## src/rtl/dcr_pkg.sv

```systemverilog
// Package: shared constants and types for the DMA channel register file.
// Assumes four channels and 16-bit base registers.
package dcr_pkg;
    localparam int BYTE_W = 8;
    localparam int BASE_W = 16;
    localparam int CHAN_N = 4;
    localparam int CHAN_W = $clog2(CHAN_N);

    typedef enum logic {
        SEL_ADDR  = 1'b0,
        SEL_COUNT = 1'b1
    } reg_sel_e;
endpackage

```

## src/rtl/dcr_byte_ptr.sv

```systemverilog
// Module: byte-pointer flip-flop shared by every channel.
// It flips once per accepted channel-register access. The caller has
// already resolved read/write priority and removed non-channel indices.
module dcr_byte_ptr (
    input  logic clk,
    input  logic rst_n,
    input  logic access,
    output logic ptr
);
    // Flip on each accepted access; clear on reset.
    always_ff @(posedge clk) begin
        if (!rst_n) ptr <= 1'b0;
        else if (access) ptr <= ~ptr;
    end

    p_ptr_flip_r2: assert property (@(posedge clk) disable iff (!rst_n)
        access |=> ptr != $past(ptr));
    p_ptr_hold_r1: assert property (@(posedge clk) disable iff (!rst_n)
        !access |=> $stable(ptr));
endmodule

```

## src/rtl/dcr_channel.sv

```systemverilog
// Module: register state for one channel.
// Holds the base address, base count, current address and progress.
// Assumes at most one of wr_lo_en and wr_hi_en is high in a cycle.
// A high-byte write overrides a progress update in the same cycle.
module dcr_channel
    import dcr_pkg::*;
#(
    parameter int WSHIFT = 0,
    localparam int VW = BASE_W + WSHIFT
) (
    input  logic              clk,
    input  logic              rst_n,
    input  logic              wr_lo_en,
    input  logic              wr_hi_en,
    input  reg_sel_e          sel,
    input  logic [BYTE_W-1:0] wdata,
    input  logic              prog_we,
    input  logic [VW-1:0]     prog_val,
    output logic [BASE_W-1:0] base_addr,
    output logic [BASE_W-1:0] base_cnt,
    output logic [VW-1:0]     cur_addr,
    output logic [VW-1:0]     prog
);
    logic [BASE_W-1:0] base_addr_nx;
    logic [BASE_W-1:0] base_cnt_nx;

    // Merge the incoming byte into the selected base register.
    always_comb begin
        base_addr_nx = base_addr;
        base_cnt_nx  = base_cnt;
        if (wr_lo_en) begin
            if (sel == SEL_ADDR) base_addr_nx[7:0] = wdata;
            else                 base_cnt_nx[7:0]  = wdata;
        end else if (wr_hi_en) begin
            if (sel == SEL_ADDR) base_addr_nx[15:8] = wdata;
            else                 base_cnt_nx[15:8]  = wdata;
        end
    end

    // Store the base registers.
    always_ff @(posedge clk) begin
        if (!rst_n) begin
            base_addr <= '0;
            base_cnt  <= '0;
        end else begin
            base_addr <= base_addr_nx;
            base_cnt  <= base_cnt_nx;
        end
    end

    // Reload the current address on a high-byte write.
    always_ff @(posedge clk) begin
        if (!rst_n) cur_addr <= '0;
        else if (wr_hi_en) cur_addr <= VW'(base_addr_nx) << WSHIFT;
    end

    // Progress: a high-byte write clears it, otherwise the update port loads it.
    always_ff @(posedge clk) begin
        if (!rst_n) prog <= '0;
        else if (wr_hi_en) prog <= '0;
        else if (prog_we) prog <= prog_val;
    end

    p_lo_keeps_live_r3: assert property (@(posedge clk) disable iff (!rst_n)
        (wr_lo_en && !prog_we) |=> ($stable(cur_addr) && $stable(prog)));
    p_hi_clears_prog_r4: assert property (@(posedge clk) disable iff (!rst_n)
        wr_hi_en |=> prog == '0);
    p_prog_load_r8: assert property (@(posedge clk) disable iff (!rst_n)
        (prog_we && !wr_hi_en) |=> prog == $past(prog_val));
endmodule

```

## src/rtl/dcr_readback.sv

```systemverilog
// Module: computes the live readback byte for one channel.
// Purely combinational. The caller selects the channel.
module dcr_readback
    import dcr_pkg::*;
#(
    parameter int WSHIFT = 0,
    localparam int VW = BASE_W + WSHIFT
) (
    input  reg_sel_e          sel,
    input  logic              dir_dec,
    input  logic              ptr,
    input  logic [BASE_W-1:0] base_cnt,
    input  logic [VW-1:0]     cur_addr,
    input  logic [VW-1:0]     prog,
    output logic [BYTE_W-1:0] byte_out
);
    logic [VW-1:0] live_val;
    logic [VW-1:0] scaled;

    // Compute the live address or the remaining count.
    always_comb begin
        if (sel == SEL_COUNT)
            live_val = (VW'(base_cnt) << WSHIFT) - prog;
        else if (dir_dec)
            live_val = cur_addr - prog;
        else
            live_val = cur_addr + prog;
    end

    // Undo the width shift, then pick the byte the pointer selects.
    always_comb begin
        scaled   = live_val >> WSHIFT;
        byte_out = ptr ? scaled[15:8] : scaled[7:0];
    end
endmodule

```

## src/rtl/dma_chan_regs.sv

```systemverilog
// Module: top of the DMA channel address/count register file.
// Decodes the port index, gives writes priority over reads, drives the
// shared byte pointer, and registers the readback byte.
// Assumes PORT_W >= 4 + WSHIFT.
module dma_chan_regs
    import dcr_pkg::*;
#(
    parameter int WSHIFT = 0,
    parameter int PORT_W = 5,
    localparam int VW = BASE_W + WSHIFT
) (
    input  logic              clk,
    input  logic              rst_n,
    input  logic [PORT_W-1:0] port_addr,
    input  logic              wr_stb,
    input  logic              rd_stb,
    input  logic [BYTE_W-1:0] wr_data,
    output logic [BYTE_W-1:0] rd_data,
    input  logic [CHAN_N-1:0] dir_dec,
    input  logic              prog_we,
    input  logic [CHAN_W-1:0] prog_chan,
    input  logic [VW-1:0]     prog_val
);
    logic [PORT_W-1:0] shifted;
    logic [3:0]        idx;
    logic [CHAN_W-1:0] ch;
    reg_sel_e          sel;
    logic              is_chan, acc_wr, acc_rd, ptr;
    logic [BYTE_W-1:0] rb_byte;

    logic [BASE_W-1:0] base_addr [CHAN_N];
    logic [BASE_W-1:0] base_cnt  [CHAN_N];
    logic [VW-1:0]     cur_addr  [CHAN_N];
    logic [VW-1:0]     prog      [CHAN_N];

    // Decode the index and resolve the access; a write beats a read.
    always_comb begin
        shifted = port_addr >> WSHIFT;
        idx     = shifted[3:0];
        ch      = idx[CHAN_W:1];
        sel     = reg_sel_e'(idx[0]);
        is_chan = !idx[3];
        acc_wr  = wr_stb && is_chan;
        acc_rd  = rd_stb && !wr_stb && is_chan;
    end

    dcr_byte_ptr u_ptr (
        .clk    (clk),
        .rst_n  (rst_n),
        .access (acc_wr || acc_rd),
        .ptr    (ptr)
    );

    for (genvar i = 0; i < CHAN_N; i++) begin : g_chan
        dcr_channel #(.WSHIFT(WSHIFT)) u_chan (
            .clk       (clk),
            .rst_n     (rst_n),
            .wr_lo_en  (acc_wr && !ptr && (ch == CHAN_W'(i))),
            .wr_hi_en  (acc_wr &&  ptr && (ch == CHAN_W'(i))),
            .sel       (sel),
            .wdata     (wr_data),
            .prog_we   (prog_we && (prog_chan == CHAN_W'(i))),
            .prog_val  (prog_val),
            .base_addr (base_addr[i]),
            .base_cnt  (base_cnt[i]),
            .cur_addr  (cur_addr[i]),
            .prog      (prog[i])
        );
    end

    dcr_readback #(.WSHIFT(WSHIFT)) u_rb (
        .sel      (sel),
        .dir_dec  (dir_dec[ch]),
        .ptr      (ptr),
        .base_cnt (base_cnt[ch]),
        .cur_addr (cur_addr[ch]),
        .prog     (prog[ch]),
        .byte_out (rb_byte)
    );

    // Capture the readback byte when a read is accepted.
    always_ff @(posedge clk) begin
        if (!rst_n) rd_data <= '0;
        else if (acc_rd) rd_data <= rb_byte;
    end

    p_rd_hold_r7: assert property (@(posedge clk) disable iff (!rst_n)
        !acc_rd |=> $stable(rd_data));
    p_both_strobes_r10: assert property (@(posedge clk) disable iff (!rst_n)
        (wr_stb && rd_stb) |=> $stable(rd_data));
    p_nonchan_hold_r1: assert property (@(posedge clk) disable iff (!rst_n)
        (idx[3] && (wr_stb || rd_stb)) |=> $stable(rd_data));
endmodule

```

## config.mk

```make
export PLATFORM = sky130hd
export DESIGN_NAME = dma_chan_regs
export DESIGN_NICKNAME = d
export VERILOG_FILES = /design/src/rtl/dcr_pkg.sv /design/src/rtl/dcr_byte_ptr.sv /design/src/rtl/dcr_channel.sv /design/src/rtl/dcr_readback.sv /design/src/rtl/dma_chan_regs.sv
export SDC_FILE = /design/constraint.sdc
export NUM_CORES = 1
export LEC_CHECK = 0
export BUFFER_PORTS_ARGS = -buffer_cell sky130_fd_sc_hd__buf_2
export CAP_MARGIN = 25
export CORE_ASPECT_RATIO = 0.9
export CORE_MARGIN = 1
export CORE_UTILIZATION = 47
export CTS_CLUSTER_SIZE = 12
export DETAILED_ROUTE_END_ITERATION = 8
export GPL_TIMING_DRIVEN = 1
export PLACE_DENSITY_LB_ADDON = 0.1
export SLEW_MARGIN = 20
export SYNTH_ARGS = -nofsm -noshare
export SYNTH_HDL_FRONTEND = slang
export SYNTH_SLANG_ARGS = --single-unit
```

## constraint.sdc

```tcl
create_clock -name clk -period 10.63 [get_ports clk]
set_input_delay 0.5315 -clock clk [delete_from_list [all_inputs] [get_ports clk]]
set_output_delay 0.5315 -clock clk [all_outputs]
set_load 0.02 [all_outputs]
```

## Word-level counts from Yosys, hierarchy flattened

Index checks and enable logic that the tools add are counted.

- Input bits: 40
- Output and inout bits: 8
- Register bits after elaboration: 265
- Logic and storage cells: 109

- Reduce and logical (&&, ||, !) cells: 35
- Order comparisons: 2
- Eq/ne operators: 6
- Mux-type cells: 34
- Bitwise logic cells: 7
- Add/sub/neg operators: 3

Operator list:

| kind | count |
|---|---|
| $mux 8 | 21 |
| $mux 16 | 8 |
| $bmux 16 s2 | 3 |
| $sub 16x16->16 | 2 |
| $logic_and 1x1->1 | 17 |
| $add 16x16->16 | 1 |
| $reduce_and 3->1 | 4 |
| $eq 2x2->1 const B | 4 |
| $reduce_and 2->1 | 4 |
| $reduce_or 2->1 | 4 |
| $not 1->1 | 6 |
| $eq 2x1->1 const B | 2 |
| $logic_not 2->1 | 2 |
| $ge 3x3->1 const B | 1 |
| $logic_not 1->1 | 3 |
| $lt 2x3->1 const B | 1 |
| $not 2->3 | 1 |
| $bmux 1 s2 | 1 |
| $logic_or 1x1->1 | 1 |
| $mux 1 | 1 |

## Logic depth before layout (Yosys ltp)

Gate-level depths: netlist of the first run.

- Depth after elaboration: 8
- Mapped depth: 18
- Gate-level depth less buffers: 16

## Cells and area by module

Synthesis of the first run repeated with hierarchy kept, for this count alone.

- Cells, all modules: 1,432
- Area, all modules: 13,301.5 µm²

Modules (own cells, without submodules):

| module | cells an instance | seq. area each (µm²) | instances | area an instance (µm²) |
|---|---|---|---|---|
| dcr_channel | 252 | 1,281.2 | 4 | 2,367.3 |
| dcr_readback | 304 | 0.0 | 1 | 2,129.5 |
| dma_chan_regs | 117 | 160.2 | 1 | 1,667.8 |
| dcr_byte_ptr | 3 | 20.0 | 1 | 35.0 |

## Worst setup path before layout of the first run

Ideal clock, no wire load.

- Path kind: input port to flip-flop
- Start: input port_addr[1]
- End: register rd_data[6]
- Cell stages on the path: 17
- Buffers on the path: 4
- Data required time: 10,529 ps
- Path slack: 6,318 ps
- Library setup time: 101 ps
- Data arrival time: 4,211 ps
- Path through: buf_6 buf_12 buf_2 buf_2 mux4_2 inv_1 ha_1 inv_1 fa_1 a211oi_1 o21ai_0 a2111oi_0 nor3_1 a31oi_1 xnor2_1 nor2_1 o41ai_1

- Word-level cells in the longest chain between the ends: 8
- Elaborated cells on any way between the ends: 18
- Those cells by class: 3 x add/sub; 14 x mux; 1 x bitwise

Ends and longest elaborated chain:

| what | line | text |
|---|---|---|
| from (decl) | dma_chan_regs.sv:14 | `input logic [PORT_W-1:0] port_addr,` |
| $not 2->3 (not written as such) | dma_chan_regs.sv:75, dma_chan_regs.sv:76, dma_chan_regs.sv:77 |  |
| $bmux 16 s2, on equally long branches | dma_chan_regs.sv:76, dma_chan_regs.sv:77 |  |
| $mux 16, on equally long branches (2 in a row) | dma_chan_regs.sv:76, dma_chan_regs.sv:77 |  |
| $add 16x16->16 / $sub 16x16->16 (equally long branches) | dcr_readback.sv:27, dcr_readback.sv:25 |  |
| $mux 16 | dcr_readback.sv:24 | `else if (dir_dec)` |
| $mux 16 (*) | dcr_readback.sv:22 | `if (sel == SEL_COUNT)` |
| $mux 8 (*) | dcr_readback.sv:33 | `byte_out = ptr ? scaled[15:8] : scaled[7:0];` |
| to (signal assigned) | dma_chan_regs.sv:84 | `else if (acc_rd) rd_data <= rb_byte;` |
| to (decl) | dma_chan_regs.sv:18 | `output logic [BYTE_W-1:0] rd_data,` |

Every way passes the cells marked *; elsewhere a longest branch is shown, timed or not. The select of a mux whose other input is x is not followed.
A chain may end at the register's enable or synchronous reset.

## Worst setup path after layout of the first run

Same ends and word-level chain as after synthesis.

==> results.md, run 1 <==
- The worst slew slack as a fraction of its limit is 36.1%.
- CTS built an H-tree with a depth of 1.
- The type of destination of the critical path is a flip-flop.
- The cell type with the highest aggregate area in the netlist is sky130_fd_sc_hd__dfxtp_1.
- The switching part of the total is 25.6%.
- Data on the critical path arrives at its endpoint at 5.11 ns.
- Internal power comes to between 1.5 and 2 mW.
- Of the total power, combinational logic draws a little over an eighth.
- The library cell with the highest instance count after synthesis is sky130_fd_sc_hd__dfxtp_1.
- The final routed DRC violation total is 0.
- After detailed routing, the number of vias per cell comes to around 5.7.
- The worst path needs about 4.7 ns of the cycle, external delays included.
- The synthesized design contains 0 enable-type register cells.
- The fraction of synthesis flops using an asynchronous set or reset pin is 0%.
- The total number of yosys warnings is 0.
- Dividing the synthesized area by the synthesized cell count gives 9.67 sq um.
- The final critical path takes up between 40% and 50% of the cycle.
- The share of cells above drive strength 1 is around an eighth.
- The area of the core is between 0.02 and 0.03 sq mm.
- Yosys attributes the largest share of cell area to sky130_fd_sc_hd__dfxtp_1 42%, sky130_fd_sc_hd__mux4_2 8.2%, sky130_fd_sc_hd__mux2i_1 7.2%.
- Setup repair after global routing left no endpoint under its margin.
- The number of port buffers is 46.
- The tool flagged a number of max-cap violations equal to 0.
- For the pin with the worst max-slew slack, the measured transition is 0.958 ns.
- The proportion of netlist area held by the largest area contributor is about 42%.
- Adding up every negative setup slack in the final design gives 0 ns.
- The post-synthesis instance area is 0.0126 sq mm.
- The worst-case clock buffer depth is 3.
- Sequential elements use between 40% and 50% of the synthesized area.
- The HPWL after detailed placement is between 20000 and 25000 um.
- After the first detailed-routing iteration, the DRC count stood at ~710.
- The count of endpoints failing hold in the final timing report is 0.
- Before antenna repair, the detailed router went through 5 iterations.
- The clock-pin slew on the worst setup and hold paths is approximately 0.06 ns.
- The share of total power dissipated in sequential elements is 44.1%.
- The run finished with clean final reports.
- IR analysis of the VDD net gives a maximum drop of 0.120 mV.
- The sequential cell area is ~0.0053 sq mm.
- The power density normalized to cell area is around 170 mW/mm^2.
- The final weighted congestion in routability-driven placement is slightly below 1.
- The cell row count is 56.
- By count the netlist is led by 265 x sky130_fd_sc_hd__dfxtp_1, 191 x sky130_fd_sc_hd__nand2_1, 96 x sky130_fd_sc_hd__nor2b_1, 90 x sky130_fd_sc_hd__mux2i_1, 82 x sky130_fd_sc_hd__clkbuf_1.
- The analysis attributes to cell leakage a power of between 5 and 6 nW.
- For this configuration, the core starts out at a cell density of between 40% and 50%.
- The net count of the finished layout is roughly 1400.
- The floorplan step defined a die boundary enclosing between 0.02 and 0.03 sq mm.
- Data on the critical path is required at its endpoint by 11.07 ns.
- The cell area after placement is about 0.013 sq mm.
- The number of nets in the synthesized netlist is roughly 1400.
- The switching power is 0.591 mW.
- The number of antenna diodes in the final layout is 0.
- The final-report setup violation count is 0.
- After detailed routing, the average wire length per cell comes to about 21 um.
- The most instantiated flip-flop cell in the synthesis netlist is sky130_fd_sc_hd__dfxtp_1.
- The maximum number of pins on one net before global-route repair is 76.
- Summing over every cut layer, the via total after detailed routing is between 9000 and 10000.
- The number of buffers created by CTS is 28.
- In this run, post-CTS hold repair placed 0 buffers.
- TritonCTS built the clock tree.
- The number of I/O pins is 48.
- In the final layout, the multi-input gates occupy between 0.006 and 0.007 sq mm.
- The largest clock skew in the final design is 0.0125 ns.
- The highest fanout seen on the critical path is 28.
- The die extent in y is about 160 um.
- The post-CTS resize count is 0.
- After synthesis the netlist holds a flip-flop and latch count of ~270.
- The layout overhead on the synthesized area is 10.4%.
- The type of the worst setup path is input port to flip-flop.
- The count of buffers added by post-CTS timing repair for setup is 0.
- The wire length of the first global-routing pass is 53000 um.
- The layout filler cell count is approximately 2400.
- The number of antenna violations at the first check in global routing is 1.
- The finished cells cover about 0.014 sq mm.
- The source-to-sink clock delay at the later pin of the worst-skew pair is around 0.55 ns.
- Derived from the worst setup path, the maximum achievable clock frequency is roughly 210 MHz.
- The clock root buffer is sky130_fd_sc_hd__clkbuf_16.
- The min-delay analysis places its worst path in the category input port to flip-flop.
- Global routing used around 25% of the available tracks.
- The via count of the first global-routing pass is around 9000.
- The number of different library cells in the post-synthesis netlist is a little over 60.
- In this run the horizontal extent of the chip is about 170 um.
- In this run, the clock network consumes roughly 43% of the power.
- The number of instances in the synthesized netlist is roughly 1300.
- The worst setup path is launched from an input port.
- Summed over all layers, the routed wires come to 34300 um.
- The max-slew violation count is 0.
- The clock net sink count is roughly 270.
- After global routing the overflow that remains totals 0.
- The post-detailed-route count of antenna-violating nets is 0.
[metal layers]
metal / vias to the layer above / global-route usage, % / part of all wire [%]
met4: 2 / 6.42 / 2.5
met2: 213 / 39.8 / 45
met1: 4583 / 35.9 / 48
met3: 48 / 3.72 / 4.9
met5: - / 0 / 0.038
li1: 4614 / - / -
[final timing paths]
kind,from,endpoint,slack [ns],cells after the start
worst max-delay path,port_addr[1],rd_data[6],5.96,15
worst min-delay path,prog_val[10],g_chan[2].u_chan.prog[10],0.25,3
worst max register to register,g_chan[1].u_chan.prog[1],rd_data[6],6.33,15
worst min register to register,g_chan[0].u_chan.prog[0],g_chan[0].u_chan.prog[0],0.45,2
[area by class of cell]
class,instances,area share [%]
multi-input cells,916,49.0
flip-flops and latches,265,38.2
clock buffers,40,6.01
well taps,348,3.13
repair buffers,58,2.34
inverters,26,0.702
clock inverters,5,0.621
[per-stage QoR]
step	setup WS [ns]	utilization [%]	total power, mW	cells	hold slack (ns)
5_1_grt	5.57	53.0	2.40	1658	0.246
3_3_place_gp	5.45	49.5	1.34	1613	0.438
3_5_place_dp	5.45	49.5	1.34	1613	0.445
6_report	5.96	53.0	2.31	1658	0.252
4_1_cts	5.98	53.0	2.33	1658	0.232
2_1_floorplan	6.32	-	1.26	1302	0.432
[state kept, by name, indices dropped and copies added, names as in the netlist]
signal and cells:
g_chan.u_chan.base_cnt 64, u_ptr.ptr 1, g_chan.u_chan.prog 64, rd_data 8
g_chan.u_chan.cur_addr 64, g_chan.u_chan.base_addr 64
[critical path, stage by stage]
cell and delay (ns):
sky130_fd_sc_hd__buf_4 0.48, sky130_fd_sc_hd__buf_4 0.55, sky130_fd_sc_hd__mux4_2 0.57, sky130_fd_sc_hd__inv_1 0.12, sky130_fd_sc_hd__ha_1 0.19, sky130_fd_sc_hd__inv_1 0.07, sky130_fd_sc_hd__fa_1 0.47, sky130_fd_sc_hd__a211oi_1 0.44
sky130_fd_sc_hd__o21ai_0 0.24, sky130_fd_sc_hd__a2111oi_0 0.39, sky130_fd_sc_hd__nor3_1 0.15, sky130_fd_sc_hd__a31oi_1 0.24, sky130_fd_sc_hd__xnor2_1 0.14, sky130_fd_sc_hd__nor2_1 0.10, sky130_fd_sc_hd__o41ai_1 0.37
[kinds of logic (layout without fill, tap and decap cells)]
logic type,count (synthesis),count (layout),synth area share [%]
muxes,140,140,16.2
adders and majority gates,33,33,3.40
xor gates and xnor gates,32,32,2.23
DFF,265,265,42.2
AOI/OAI and AO/OA,267,267,15.0
buffers and inverters,121,129,3.87
and+or+nand+nor,444,444,17.2
[power by group through the flow]
stage               registers, mW  logic [mW]  clock network, mW
floorplan                    1.04       0.221                  0
finish                       1.02       0.306              0.986
global route                 1.02       0.333               1.05
global placement             1.04       0.301                  0
detailed placement           1.04       0.302                  0
CTS                          1.02       0.303               1.00
[cell usage in the layout (no fill, tap or decap), types with 6 or more instances in the layout]
master,synthesis,routed
sky130_fd_sc_hd__ha_1,31,31
sky130_fd_sc_hd__mux4_2,46,46
sky130_fd_sc_hd__nand3_1,50,50
sky130_fd_sc_hd__and2_1,6,6
sky130_fd_sc_hd__o22a_1,65,65
sky130_fd_sc_hd__a21oi_1,78,78
sky130_fd_sc_hd__clkbuf_16,0,28
sky130_fd_sc_hd__xnor2_1,28,28
sky130_fd_sc_hd__o21a_1,12,12
sky130_fd_sc_hd__nor2_1,44,44
sky130_fd_sc_hd__and3_1,10,10
sky130_fd_sc_hd__a211oi_1,10,10
sky130_fd_sc_hd__a21boi_0,42,42
sky130_fd_sc_hd__nor3_1,18,18
sky130_fd_sc_hd__clkbuf_8,0,9
sky130_fd_sc_hd__nand2_1,191,191
sky130_fd_sc_hd__buf_4,0,14
sky130_fd_sc_hd__buf_2,7,44
sky130_fd_sc_hd__nand2b_1,6,6
sky130_fd_sc_hd__nor2b_1,96,93
sky130_fd_sc_hd__mux2i_1,90,90
sky130_fd_sc_hd__o21ai_0,17,17
sky130_fd_sc_hd__inv_1,26,26
sky130_fd_sc_hd__dfxtp_1,265,265
sky130_fd_sc_hd__o31a_1,6,6
(Power assumes the default switching activity.)
==> run 2, diff against run 1 <==
Clock period 10.63 ns to 4.6 ns, I/O delays scaled along.
==> run 2 against run 1 <==
  * Total power is 120% higher
  * Worst setup slack worse by 5.4 ns
  * Clock-buffer cell count is 1 lower
  * First-iteration DRC count is 3.2% lower
  * Clock skew is 0.0015 ns higher
  * Flip-flop and latch count stayed put
  * Sequential share of layout area is 0.46 points lower
  * Hold slack worse by 0.21 ns
  * Critical path depth stayed put
  * Via count is 2.3% higher
  * Cell area is 1.2% higher
  * Register-to-register slack worse by 5.8 ns
==> results.md, run 2 (synthesis gave the netlist of run 1 again) <==
- The clock net sink count is 265 (unchanged).
- Setup repair after global routing missed its margin: false (unchanged).
- The most common cell after layout, fill and taps aside was sky130_fd_sc_hd__dfxtp_1 (unchanged).
- The total number of nets in the final design is 1395 (was 1368).
- The die outline width came to 174 um (unchanged).
- The endpoint of the most critical register-to-register path was rd_data[6] (unchanged).
- The worst slew slack as a fraction of its limit is 32.5% (was 36.1%).
- The type of the worst setup path is flip-flop to flip-flop (was input port to flip-flop).
- The total number of vias is 9681 (was 9460).
- The endpoint of the worst hold-timing path is u_ptr.ptr (was g_chan[2].u_chan.prog[10]).
- The number of port buffers is 46 (unchanged).
- The post-CTS resize count is 0 (unchanged).
- The die footprint is 0.0274 sq mm (unchanged).
- The maximum number of pins on one net before global-route repair was 75 (was 76).
- The number of non-filler instances in the completed layout is 1686 (was 1658).
- The start point of the worst hold path was port_addr[3] (was prog_val[10]).
- The count of buffers added by post-CTS timing repair for setup is 0 (unchanged).
- The TritonCTS clock tree is done (unchanged).
- The leakage power total is 5.61 nW (was 5.54 nW).
- The post-detailed-route count of antenna-violating nets is 0 (unchanged).
- The origin of the critical flop-to-flop path is g_chan[1].u_chan.prog[1] (unchanged).
- The worst-case clock buffer depth is 3 (unchanged).
- Run status: finished, final reports clean (unchanged).
- The number of antenna violations at the first check in global routing is 2 (was 1).
- The max-slew violation count is 0 (unchanged).
- The max capacitance violation total was 0 (unchanged).
- The area of the core came to 0.0262 sq mm (unchanged).
- The layout overhead on the synthesized area came to 11.8% (was 10.4%).
- The part of the cycle the worst path needs is ~89%.
- The clock root buffer is sky130_fd_sc_hd__clkbuf_16 (unchanged).
- The final routed DRC violation total is 0 (unchanged).
- The clock-pin slew on the worst setup and hold paths is 0.07 ns (was 0.06 ns).
- The highest fanout seen on the critical path is 5 (was 28).
- The cell row count is 56 (unchanged).
- The starting density of the core is 48.0% (unchanged).
- The via count normalized by instance count is 5.74 (was 5.71).
- The count of placed standard cells including taps is 1624 (was 1613).
- The detail-routed net length per standard cell was 21.0 um (was 20.7 um).
- The slack of the worst reg-to-reg path was 0.52 ns (was 6.33 ns).
- The data required time at the worst endpoint is 5.06 ns (was 11.07 ns).
- The final global-route overflow total is 0 (unchanged).
- The category of the worst setup path launch point was a flip-flop (was input port).
- Highest-count cells in the layout ignoring fill and taps: 265 x sky130_fd_sc_hd__dfxtp_1, 191 x sky130_fd_sc_hd__nand2_1, 95 x sky130_fd_sc_hd__nor2b_1 (was 265 x sky130_fd_sc_hd__dfxtp_1, 191 x sky130_fd_sc_hd__nand2_1, 93 x sky130_fd_sc_hd__nor2b_1).
- The type of the tightest min-delay check is input port to flip-flop (unchanged).
- The die extent in y came to 157 um (unchanged).
- The worst supply voltage drop on vdd is 0.295 mV (was 0.120 mV).
- For this run, the top clock speed supported by timing is between 200 and 250 MHz.
- The layout filler cell count is 2396 (was 2423).
- The count of endpoints failing hold in the final timing report is 0 (unchanged).
- The cell area after placement is 0.0131 sq mm (was 0.0130 sq mm).
- The initial DRC count was 690 (was 713).
- The share of cells above drive strength 1 is 12.6% (was 12.4%).
- The number of cell instances on the worst register-to-register path is 15 (unchanged).
- The cell area after layout came to 0.0141 sq mm (was 0.0139 sq mm).
- The final-report setup violation count is 0 (unchanged).
- The routed wire length is 35400 um (was 34300 um).
- The total negative slack for setup checks is 0 ns (unchanged).
- The depth of the CTS H-tree came to 1 (unchanged).
- The worst path in the final design needs a cycle of between 4 and 5 ns, including I/O delays and setup.
- The global router's overall resource usage is 25.7% (was 25.1%).
- The type of destination of the critical path is a flip-flop (unchanged).
- The number of I/O pins is 48 (unchanged).
- The source-to-sink clock delay at the later pin of the worst-skew pair is 0.55 ns (about the same).
- The power density normalized to cell area is 369 mW/mm^2 (was 166 mW/mm^2).
- The detailed placer's ending HPWL is 23700 um (was 22400 um).
- The actual slew at the worst max-slew pin is 1.01 ns (was 0.958 ns).
- The endpoint arrival time on the critical path came to 4.54 ns (was 5.11 ns).
- The area used by multi-input combinational logic is 0.00681 sq mm (about the same).
- The worst hold path cell count is 3 (unchanged).
- The via count of the first global-routing pass is 9046 (was 8960).
- The final weighted congestion in routability-driven placement was 0.931 (was 0.961).
- The cts-stage hold buffer count was 16 (was 0).
- The smallest hold slack is 0.0437 ns (was 0.252 ns).
- The sequential cell area came to 0.00531 sq mm (unchanged).
- The largest clock skew in the final design came to 0.0141 ns (was 0.0125 ns).
- The number of optimization iterations in the first detailed-route pass is 5 (unchanged).
- The number of buffers created by CTS is 28 (unchanged).
- The wire length of the first global-routing pass was 53900 um (was 53000 um).
[run 2: cell types whose count changed in the layout (fill, tap and decap cells not counted), sizes merged]
cell	previous run	this run
dlygate4sd3	0	16
buf	58	69
bufinv	2	0
clkinvlp	0	2
clkbuf	40	39
clkinv	3	4
diode	0	1
[run 2: worst max path at each step]
stage | startpoint | end | slack [ns] | cells past startpoint
2_1_floorplan | port_addr[1] | rd_data[6] | 0.59 | 17
3_3_place_gp | port_addr[1] | rd_data[6] | 0.32 | 16
3_5_place_dp | port_addr[1] | rd_data[6] | 0.29 | 16
4_1_cts | g_chan[1].u_chan.prog[1] | rd_data[6] | 0.60 | 15
5_1_grt | g_chan[1].u_chan.prog[1] | rd_data[6] | 0.25 | 15
6_report | g_chan[1].u_chan.prog[1] | rd_data[6] | 0.52 | 15
[run 2: layout make-up]
class,instances,area share [%]
antenna,1,0.0178
clock buffer,39,5.63
clock inverter,6,0.329
inverter,26,0.694
multi-input combinational,916,48.4
sequential,265,37.7
tap,348,3.10
timing repair buffer,85,4.13
[run 2: critical path: stages (launching register included)]
cell,delay [ns]
sky130_fd_sc_hd__dfxtp_1,0.31
sky130_fd_sc_hd__mux4_1,0.55
sky130_fd_sc_hd__inv_1,0.12
sky130_fd_sc_hd__ha_1,0.21
sky130_fd_sc_hd__nand2_1,0.11
sky130_fd_sc_hd__o41ai_1,0.43
sky130_fd_sc_hd__xnor2_1,0.17
sky130_fd_sc_hd__ha_1,0.29
sky130_fd_sc_hd__a211oi_1,0.32
sky130_fd_sc_hd__o21bai_1,0.16
sky130_fd_sc_hd__a2111oi_0,0.38
sky130_fd_sc_hd__nor3_1,0.15
sky130_fd_sc_hd__a31oi_1,0.22
sky130_fd_sc_hd__xnor2_1,0.17
sky130_fd_sc_hd__nor2_1,0.09
sky130_fd_sc_hd__o41ai_1,0.31
[run 2: report_power, final]
group	internal, mW	switching (mW)	total (mW)
Sequential	2.33	0.0229	2.36
Combinational	0.296	0.430	0.727
Clock	1.19	0.920	2.11
Total	3.82	1.37	5.19
[run 2: metrics by stage]
step / setup WS [ns] / total power, mW / util (%)
after floorplan: 0.589 / 2.91 / -
after global placement: 0.324 / 3.11 / 49.9
after detailed placement: 0.293 / 3.11 / 49.9
after CTS: 0.601 / 5.22 / 53.7
after global routing: 0.249 / 5.38 / 53.7
final: 0.522 / 5.19 / 53.7
[run 2: routing by layer]
| metal | GRT usage [%] | part of all wire (%) |
|---|---|---|
| met3 | 3.57 | 5.2 |
| met1 | 36.9 | 47 |
| met2 | 40.5 | 46 |
| met4 | 6.50 | 2.0 |
| met5 | 0 | 0.034 |
